==> config.mk <==
export PLATFORM = sky130hd
export DESIGN_NAME = svpwm_mod
export DESIGN_NICKNAME = d
export VERILOG_FILES = /design/src/rtl/svpwm_pkg.sv /design/src/rtl/svpwm_sin_rom.sv /design/src/rtl/svpwm_dwell.sv /design/src/rtl/svpwm_seq.sv /design/src/rtl/svpwm_mod.sv
export SDC_FILE = /design/constraint.sdc
export NUM_CORES = 2
export LEC_CHECK = 0
export CAP_MARGIN = 20
export CORE_ASPECT_RATIO = 0.8
export CORE_MARGIN = 4
export CORE_UTILIZATION = 40
export DETAILED_ROUTE_END_ITERATION = 10
export DONT_BUFFER_PORTS = 1
export PLACE_DENSITY = 0.64
export SLEW_MARGIN = 15
export SYNTH_ARGS = -nofsm -noshare
export SYNTH_HDL_FRONTEND = slang
export SYNTH_SLANG_ARGS = --single-unit
==> constraint.sdc <==
create_clock -name clk -period 8 [get_ports clk]
set_input_delay 0.8 -clock clk [delete_from_list [all_inputs] [get_ports clk]]
set_output_delay 0.8 -clock clk [all_outputs]
set_load 0.005 [all_outputs]
==> src/rtl/svpwm_pkg.sv <==
package svpwm_pkg;

  typedef enum logic [1:0] {
    SQ_IDLE,
    SQ_WAIT,
    SQ_RUN
  } sq_state_e;

  localparam logic [2:0] NULL_TOP = 3'b111;
  localparam logic [2:0] NULL_BOT = 3'b000;

  // Active vector leg code for sector index 0..5 (vectors 1..6, counter-clockwise)
  function automatic logic [2:0] active_code(input logic [2:0] idx);
    case (idx)
      3'd0:    return 3'b100;
      3'd1:    return 3'b110;
      3'd2:    return 3'b010;
      3'd3:    return 3'b011;
      3'd4:    return 3'b001;
      default: return 3'b101;
    endcase
  endfunction

  function automatic logic [2:0] next_sector(input logic [2:0] idx);
    return (idx == 3'd5) ? 3'd0 : idx + 3'd1;
  endfunction

endpackage

==> src/rtl/svpwm_sin_rom.sv <==
module svpwm_sin_rom #(
  parameter int TH_W  = 6,
  parameter int SIN_W = 12
) (
  input  logic             clk,
  input  logic [TH_W:0]    addr_a,
  input  logic [TH_W:0]    addr_b,
  output logic [SIN_W-1:0] data_a,
  output logic [SIN_W-1:0] data_b
);
  localparam int  N_ENT = (1 << TH_W) + 1;
  localparam real PI_C  = 3.14159265358979323846;

  logic [SIN_W-1:0] tab [N_ENT];

  // Sine over one sector (0..60 degrees), built at elaboration
  for (genvar i = 0; i < N_ENT; i++) begin : g_tab
    localparam real ARG = PI_C / 3.0 * real'(i) / real'(1 << TH_W);
    localparam int  VAL = $rtoi($sin(ARG) * real'(1 << SIN_W) + 0.5);
    assign tab[i] = SIN_W'(VAL);
  end

  // Registered reads, two ports
  always_ff @(posedge clk) begin
    data_a <= tab[addr_a];
    data_b <= tab[addr_b];
  end
endmodule

==> src/rtl/svpwm_dwell.sv <==
module svpwm_dwell #(
  parameter int MAG_W = 10,
  parameter int MAG_F = 8,
  parameter int TH_W  = 6,
  parameter int SIN_W = 12,
  parameter int CNT_W = 12,
  parameter int MIN_T = 8
) (
  input  logic             clk,
  input  logic             rst,
  input  logic             cap,
  input  logic [MAG_W-1:0] mag_i,
  input  logic [TH_W+2:0]  ang_i,
  input  logic [CNT_W-1:0] len_i,
  output logic             vld_o,
  output logic [CNT_W-1:0] t1_o,
  output logic [CNT_W-1:0] t12_o,
  output logic [CNT_W-1:0] len_o,
  output logic [2:0]       sec_o
);
  localparam int MW   = MAG_F + 1;
  localparam int ONE  = 1 << MAG_F;
  localparam int PW   = CNT_W + MW + SIN_W;
  localparam int SH   = MAG_F + SIN_W;
  localparam int PRW  = MW + SIN_W;

  // stage 0: latch, clamp, split angle
  logic             v0;
  logic [MW-1:0]    m0;
  logic [TH_W-1:0]  th0;
  logic [2:0]       sec0;
  logic [CNT_W-1:0] len0;

  always_ff @(posedge clk) begin
    if (rst) v0 <= 1'b0;
    else     v0 <= cap;
    if (cap) begin
      m0   <= (mag_i > MAG_W'(ONE)) ? MW'(ONE) : mag_i[MW-1:0];
      th0  <= ang_i[TH_W-1:0];
      sec0 <= ang_i[TH_W+2:TH_W];
      len0 <= (len_i < CNT_W'(MIN_T)) ? CNT_W'(MIN_T) : len_i;
    end
  end

  // stage 1: table lookup
  logic [TH_W:0]    addr_a, addr_b;
  logic [SIN_W-1:0] sin_a, sin_b;

  assign addr_a = (TH_W+1)'(1 << TH_W) - {1'b0, th0};
  assign addr_b = {1'b0, th0};

  svpwm_sin_rom #(.TH_W(TH_W), .SIN_W(SIN_W)) u_rom (
    .clk    (clk),
    .addr_a (addr_a),
    .addr_b (addr_b),
    .data_a (sin_a),
    .data_b (sin_b)
  );

  logic             v1;
  logic [MW-1:0]    m1;
  logic [2:0]       sec1;
  logic [CNT_W-1:0] len1;

  always_ff @(posedge clk) begin
    if (rst) v1 <= 1'b0;
    else     v1 <= v0;
    m1   <= m0;
    sec1 <= sec0;
    len1 <= len0;
  end

  // stage 2: magnitude times sine
  logic             v2;
  logic [PRW-1:0]   p1, p2;
  logic [2:0]       sec2;
  logic [CNT_W-1:0] len2;

  always_ff @(posedge clk) begin
    if (rst) v2 <= 1'b0;
    else     v2 <= v1;
    p1   <= PRW'(m1) * PRW'(sin_a);
    p2   <= PRW'(m1) * PRW'(sin_b);
    sec2 <= sec1;
    len2 <= len1;
  end

  // stage 3: scale by period, floor to whole cycles
  logic [PW-1:0]    full1, full2;
  logic             v3;
  logic [CNT_W-1:0] t1_3, t2_3;
  logic [2:0]       sec3;
  logic [CNT_W-1:0] len3;

  assign full1 = PW'(len2) * PW'(p1);
  assign full2 = PW'(len2) * PW'(p2);

  always_ff @(posedge clk) begin
    if (rst) v3 <= 1'b0;
    else     v3 <= v2;
    t1_3 <= CNT_W'(full1 >> SH);
    t2_3 <= CNT_W'(full2 >> SH);
    sec3 <= sec2;
    len3 <= len2;
  end

  // stage 4: boundary of second active phase
  always_ff @(posedge clk) begin
    if (rst) vld_o <= 1'b0;
    else     vld_o <= v3;
    t1_o  <= t1_3;
    t12_o <= t1_3 + t2_3;
    len_o <= len3;
    sec_o <= sec3;
  end
endmodule

==> src/rtl/svpwm_seq.sv <==
module svpwm_seq
  import svpwm_pkg::*;
#(
  parameter int CNT_W = 12
) (
  input  logic             clk,
  input  logic             rst,
  input  logic             start,
  input  logic             nx_vld,
  input  logic [CNT_W-1:0] nx_t1,
  input  logic [CNT_W-1:0] nx_t12,
  input  logic [CNT_W-1:0] nx_len,
  input  logic [2:0]       nx_sec,
  output logic             cap_o,
  output logic [2:0]       leg_o,
  output logic [2:0]       sec_o,
  output logic             stb_o
);
  localparam logic [CNT_W-1:0] ONE_C = CNT_W'(1);

  sq_state_e        state;
  logic [CNT_W-1:0] cnt;
  logic [CNT_W-1:0] cur_t1, cur_t12, cur_len;
  logic [2:0]       cur_sec;
  logic [2:0]       cur_null;
  logic             top_next;
  logic             nb_ok;
  logic [CNT_W-1:0] nb_t1, nb_t12, nb_len;
  logic [2:0]       nb_sec;
  logic             at_end;

  function automatic logic [2:0] leg_at(input logic [CNT_W-1:0] n,
                                        input logic [CNT_W-1:0] t1,
                                        input logic [CNT_W-1:0] t12,
                                        input logic [2:0]       sec,
                                        input logic [2:0]       nul);
    if (n < t1)       return active_code(sec);
    else if (n < t12) return active_code(next_sector(sec));
    else              return nul;
  endfunction

  assign cap_o  = ((state == SQ_IDLE) && start) || stb_o;
  assign at_end = (cnt == cur_len - ONE_C);

  always_ff @(posedge clk) begin
    if (rst) begin
      state    <= SQ_IDLE;
      cnt      <= '0;
      leg_o    <= NULL_BOT;
      sec_o    <= 3'd0;
      stb_o    <= 1'b0;
      top_next <= 1'b1;
      nb_ok    <= 1'b0;
      cur_t1   <= '0;
      cur_t12  <= '0;
      cur_len  <= '0;
      cur_sec  <= 3'd0;
      cur_null <= NULL_BOT;
    end else begin
      if (nx_vld) begin
        nb_ok  <= 1'b1;
        nb_t1  <= nx_t1;
        nb_t12 <= nx_t12;
        nb_len <= nx_len;
        nb_sec <= nx_sec;
      end
      if ((state == SQ_WAIT && nb_ok) || (state == SQ_RUN && at_end)) begin
        state    <= SQ_RUN;
        cnt      <= '0;
        cur_t1   <= nb_t1;
        cur_t12  <= nb_t12;
        cur_len  <= nb_len;
        cur_sec  <= nb_sec;
        cur_null <= top_next ? NULL_TOP : NULL_BOT;
        top_next <= ~top_next;
        nb_ok    <= 1'b0;
        leg_o    <= leg_at('0, nb_t1, nb_t12, nb_sec, top_next ? NULL_TOP : NULL_BOT);
        sec_o    <= nb_sec + 3'd1;
        stb_o    <= 1'b1;
      end else if (state == SQ_RUN) begin
        cnt   <= cnt + ONE_C;
        leg_o <= leg_at(cnt + ONE_C, cur_t1, cur_t12, cur_sec, cur_null);
        stb_o <= 1'b0;
      end else if (state == SQ_IDLE && start) begin
        state <= SQ_WAIT;
      end
    end
  end
endmodule

==> src/rtl/svpwm_mod.sv <==
module svpwm_mod #(
  parameter int MAG_W = 10,
  parameter int MAG_F = 8,
  parameter int TH_W  = 6,
  parameter int SIN_W = 12,
  parameter int CNT_W = 12
) (
  input  logic             clk,
  input  logic             rst,
  input  logic             start,
  input  logic [MAG_W-1:0] ref_mag,
  input  logic [TH_W+2:0]  ref_ang,
  input  logic [CNT_W-1:0] period_len,
  output logic [2:0]       leg_abc,
  output logic [2:0]       sector,
  output logic             period_stb
);
  localparam int PIPE_D = 5;
  localparam int MIN_T  = PIPE_D + 3;

  logic             cap;
  logic             nx_vld;
  logic [CNT_W-1:0] nx_t1, nx_t12, nx_len;
  logic [2:0]       nx_sec;

  svpwm_dwell #(
    .MAG_W (MAG_W), .MAG_F (MAG_F), .TH_W (TH_W),
    .SIN_W (SIN_W), .CNT_W (CNT_W), .MIN_T (MIN_T)
  ) u_dwell (
    .clk   (clk),
    .rst   (rst),
    .cap   (cap),
    .mag_i (ref_mag),
    .ang_i (ref_ang),
    .len_i (period_len),
    .vld_o (nx_vld),
    .t1_o  (nx_t1),
    .t12_o (nx_t12),
    .len_o (nx_len),
    .sec_o (nx_sec)
  );

  svpwm_seq #(.CNT_W(CNT_W)) u_seq (
    .clk    (clk),
    .rst    (rst),
    .start  (start),
    .nx_vld (nx_vld),
    .nx_t1  (nx_t1),
    .nx_t12 (nx_t12),
    .nx_len (nx_len),
    .nx_sec (nx_sec),
    .cap_o  (cap),
    .leg_o  (leg_abc),
    .sec_o  (sector),
    .stb_o  (period_stb)
  );
endmodule

======== After elaboration in Yosys (flattened, before gate mapping) ========
Memories as Yosys holds them, arrays and structs flattened. A register that Yosys moved wholly into a read port is not among the register bits.
Index checks and enable logic that the tools add are counted.
storage, ports and cells
  flip-flop bits (word level) ............. 298
  word-level logic and storage cells ...... 120
  RAM bits ................................ 0
  output and inout port bits .............. 7
  latch bits .............................. 0
  bits of input ports ..................... 34
  ROM bits ................................ 3072
  memories ................................ 2
operators by class
  bitwise operators ....................... 5
  reductions and logical operators ........ 16
  shift-type cells ........................ 0
  equality and inequality tests ........... 22
  add/subtract/negate cells ............... 6
  div/mod/pow operators ................... 0
  multiply operators ...................... 4
  mux-type cells .......................... 18
  $lt $le $gt $ge ......................... 6
memory list
  name              depth  bits a word  read ports  clocked after memory_dff  write ports  line                 RTL
  (name not given)  128    12           1           1                         0            svpwm_sin_rom.sv:26  data_b <= tab[addr_b];
  (name not given)  128    12           1           1                         0            svpwm_sin_rom.sv:25  data_a <= tab[addr_a];
operators with widths
  operator               number
  $mul 12x21->32         2
  $pmux 3 s5             4
  $mul 9x12->21          2
  $mux 3                 9
  $eq 3x2->1 const B     8
  $lt 1x12->1 const A    2
  $lt 12x12->1           2
  $eq 3x3->1 const B     6
  $add 12x1->12 const B  1
  $add 12x12->12         1
  $eq 12x12->1           1
  $eq 3x1->1 const B     4
  $logic_not 3->1        4
  $lt 12x4->1 const B    1
  $sub 12x1->12 const B  1
  $gt 10x9->1 const B    1
  $not 6->8              1
  $not 7->8              1
  $sub 7x6->7 const A    1
  $add 3x1->3 const B    2
  $mux 2                 3
  $reduce_and 2->1       3
  $reduce_bool 2->1      2
  $logic_and 1x1->1      3
  8 further kinds        12

======== Depth between registers and ports, before layout ========
  depth after elaboration ................. 8
  mapped depth ............................ 24
  depth with buffers taken out ............ 22

======== Modules after synthesis ========
A second synthesis with hierarchy kept.
second synthesis, totals
  cells, all modules ...................... 3722
  area, all modules ....................... 34055.2 sq um
modules (own cells, without submodules)
  module         seq. area each (sq um)  area each (sq um)  cells each  instances
  svpwm_dwell    4184.0                  26247.7            2836        1
  svpwm_seq      2432.3                  5290.1             569         1
  svpwm_sin_rom  480.5                   2517.4             317         1

======== Least setup slack after synthesis ========
Ideal clock, no wire load.
  path kind ............................... reg-to-reg
  start ................................... register u_dwell.len2[3]
  end ..................................... register u_dwell.t1_3[10]
  period minus slack after synthesis ...... 5.682 ns
  arrival ................................. 5.558 ns
  path buffers ............................ 2
  required time ........................... 7.877 ns
  setup slack ............................. 2.318 ns
  setup time .............................. 0.123 ns
  cell stages (with the launch flop) ...... 23
  cell sequence ........................... dfxtp_1 > clkbuf_1 > clkbuf_1 > nand2_1 > fa_1 > fa_1 > inv_1 > fa_1 > fa_1 > inv_1 > fa_1 > inv_1 > ha_1 > a211oi_1 > nor2_1 > o31a_1 > or4_4 > a21oi_2 > a211oi_1 > o21a_1 > o21ai_2 > a21boi_1 > xor2_1
on the way
  cells in the longest elaborated chain, start to end .. 1
ends and longest elaborated chain
  item                    line                RTL
  start, declared         svpwm_dwell.sv:77   logic [CNT_W-1:0] len2;
  start signal, assigned  svpwm_dwell.sv:85   len2 <= len1;
  $mul 12x21->32          svpwm_dwell.sv:95   assign full1 = PW'(len2) * PW'(p1);
  net u_dwell.full1[30]   svpwm_dwell.sv:89   logic [PW-1:0] full1, full2;
  end signal, assigned    svpwm_dwell.sv:101  t1_3 <= CNT_W'(full1 >> SH);
  end, declared           svpwm_dwell.sv:91   logic [CNT_W-1:0] t1_3, t2_3;
The timed path passes the listed nets, and every way through them passes these cells.
A chain may end at the register's enable or synchronous reset.

======== Final worst setup path ========
  start ................................... register u_dwell.len2[4]
  end ..................................... register u_dwell.t2_3[8]
on the way
  cells in the longest elaborated chain, start to end .. 1
ends and longest elaborated chain
  item                   line                RTL
  $mul 12x21->32         svpwm_dwell.sv:96   assign full2 = PW'(len2) * PW'(p2);
  net u_dwell.full2[28]  svpwm_dwell.sv:89
  end signal, assigned   svpwm_dwell.sv:102  t2_3 <= CNT_W'(full2 >> SH);
  end, declared          svpwm_dwell.sv:91
The timed path passes the listed nets, and every way through them passes these cells.

==> flow_summary.toml <==
[setup_path]
cp_slowest_stage_delay_ps = 730
critPathMaxFanout = 27
startpoint = "u_dwell.len2[4]"
worst-path-buf-inv = 4
critical_path_class = "flip-flop to flip-flop"
rr_startpoint = "u_dwell.len2[4]"
path_cells = "buf_4 -> nand2_1 -> fa_1 -> fa_1 -> inv_1 -> fa_1 -> fa_1 -> inv_1 -> fa_1 -> inv_1 -> ha_1 -> a211oi_1 -> o21ai_0 -> a21oi_1 -> o311ai_0 -> o2111ai_1 -> a31oi_1 -> o21a_1 -> o21a_1 -> o21ai_0 -> a21oi_1"
end_kind = "flip-flop"
cp_slowest_cell = "dfxtp_1"
crit_end = "u_dwell.t2_3[8]"
r2r_cells = 21
rrSetupSlack_ps = 1440
cp_top_family = "adder cells"
start_kind = "flip-flop"
cp.depth = 21
path_common_cell = "fa_1"
cp.arrival_ps = 7000
required_ps = 8430
r2r-end = "u_dwell.t2_3[8]"

[synth]
ys_seq_area_frac = 0.215
synthArstFlopShare = 0
synth_fa_ha_area_frac = 0.418
synth_area_leaders = "fa_1 (32%), dfxtp_1 (15%), ha_1 (10%), inv_1 (7.8%), nand2_1 (6.7%)"
synthMuxAreaShare = 0.0198
netlist_area_mm2 = 0.0329
syn_inst = 3588
synth.distinct_cells = 77
syn_avg_cell_area_um2 = 9.18
synth_area_leader_cell = "fa_1"
synth_seq_cells = 320
synth_compound_area_frac = 0.0619
synth-xor-area-share = 0.0282
yosys.area_share.simple = 0.155
synth-edff-count = 69
synthFlopType = "dfxtp_1"
ys_warn_count = 0
synth_top_family_by_area = "adder cells"
synth_nets = 4411
synth_top_cell_area_share = 0.315

[die]
start_util = 0.406
core_mm2 = 0.0811
die_area_mm2 = 0.0870
ios = 41
fp.dieH_um = 265
fp.dieW_um = 329
rows = 93

[clock_tree]
cts-root-buf = "clkbuf_16"
cts.sinks = 320
ctsResizeCount = 0
insertion_delay_ps = 560
cts-buffers-inserted = 38
clk_pin_slew_ps = 60
postCtsHoldBufs = 0
cts_buffer_depth = 3
postCtsSetupRepairBufs = 0
cts_tree = "yes"
cts_max_level = 2

[job]
cap_violations = 0

[timing]
worst_slew_pin_slew_ps = 1140
maxSlewHeadroom = 0.236
report.final.slew_viol_count = 0
hold_viol = 0
period_minus_slack_ps = 6560
rsz0062_at_grt = "false"
period_share = 0.821
setup_viol = 0
fmax_mhz = 152
setup_tns_ps = 0
fin_worst_skew_ps = 25.7

[drt]
ant_nets = 0
drc = 0
num_vias = 22500
drt_pass1_iterations = 6
routedWlPerCell_um = 15.7
vias_per_cell = 4.90
drtIter0Drc = 1490
finalWirelength_um = 72000

[placed_design]
place.gp.congestion = 0.843
post-dp-hpwl_um = 55200
port_buffers = 0

[layout]
diodes = 0
layout-drive-gt1-share = 0.0369
syn2layout_area_growth_pct = 7.21
layout.nets = 4292
final.fill_count = 7874
reg.largest.list = "u_dwell.p1 x21, u_dwell.p2 x21"

[global_route]
antenna_found_initial = 0
grt_pass1_vias = 23900
grt.overflow.total = 0
grt_pass1_wl_um = 123000
gr-usage-all-layers = 0.173
grt_max_degree = 59

[hold_path]
worstHoldPathType = "input pin to flip-flop"

[status]
status = "finished, final reports clean"
==> layer usage <==
| layer | GRT usage | part of all wire |
|---|---|---|
| met5 | 0 | 0 |
| met4 | 0.0383 | 0.018 |
| met3 | 0.0278 | 0.058 |
| met2 | 0.272 | 0.45 |
| met1 | 0.251 | 0.48 |
==> synth_stat cells (8+ instances only) <==
library cell / count
dfxtp_1: 251
o21ai_0: 65
a21oi_1: 93
nand3_1: 27
and2_1: 232
clkbuf_1: 183
nand4_1: 11
and3_1: 12
o21bai_1: 8
fa_1: 519
nand2b_1: 13
nor4_1: 11
a31oi_1: 12
a21o_1: 12
o211ai_1: 13
a311oi_1: 9
ha_1: 270
nand2_1: 584
a21boi_0: 9
nor2b_1: 17
inv_1: 687
a211oi_1: 22
xnor2_1: 67
nor2_1: 157
mux2i_1: 50
edfxtp_1: 69
nor3_1: 32
xor2_1: 39
o21a_1: 10
==> worst register-to-register path: cells and delay by family, from the launching register on <==
kind / cells / cell delay, ps
flops: 1 / 730
fa+ha+maj: 6 / 2820
buf+inv: 4 / 610
compound gates: 10 / 2110
simple gates: 1 / 160
==> placed cells by master (no fill, tap or decap), types with 12 or more instances in the layout <==
cell type,count
xnor2_1,66
mux2i_1,50
a21o_1,12
o211ai_1,13
a31oi_1,12
dfxtp_1,249
ha_1,270
and3_1,12
nor2b_1,16
edfxtp_1,69
a211oi_1,22
nand3_1,27
nand2_1,584
inv_1,687
nor2_1,157
o21ai_0,65
nor3_1,32
and2_1,232
buf_4,35
xor2_1,39
a21oi_1,92
clkbuf_16,41
fa_1,519
nand2b_1,13
==> layout make-up <==
cell class / instances / area [µm²] / area share
multi-input combinational: 2384 / 22500 / 0.638
sequential: 320 / 7100 / 0.201
inverter: 688 / 2580 / 0.0731
tap: 1092 / 1370 / 0.0387
clock buffer: 48 / 1090 / 0.0309
clock inverter: 20 / 338 / 0.00957
timing repair buffer: 37 / 303 / 0.00857
==> cell families (layout without fill, tap and decap cells) <==
logic type,after synthesis,in the layout
adders and majority gates,789,789
muxes,58,58
xor gates and xnor gates,106,106
buffers and inverters,884,793
DFF,320,320
and+or+nand+nor,1118,1118
AOI/OAI and AO/OA,313,313
==> worst min-delay path by stage <==
stage / cells after the start / start / slack (ps) / end
floorplan: 0 / u_dwell.len1[0] / 310 / u_dwell.len2[0]
global placement: 0 / u_dwell.sec1[1] / 310 / u_dwell.sec2[1]
detailed placement: 0 / u_dwell.len3[6] / 310 / u_dwell.len_o[6]
CTS: 1 / rst / 280 / u_seq.sec_o[2]
global route: 1 / rst / 290 / u_seq.sec_o[2]
finish: 1 / rst / 310 / u_seq.sec_o[2]
==> per-stage QoR <==
stage          hold slack, ps   util  instances  setup slack [ps]  instance area (µm²)
2_1_floorplan             310      -       3588              2320                32900
3_3_place_gp              310  0.418       4520              1680                33900
3_5_place_dp              312  0.418       4520              1550                33900
4_1_cts                   278  0.435       4588              1500                35300
5_1_grt                   287  0.435       4589              1100                35300
6_report                  313  0.435       4589              1440                35300
Power is left out: the tool's default activity adds up to more than one toggle a clock period on the data nets, which glitch-free logic cannot reach.
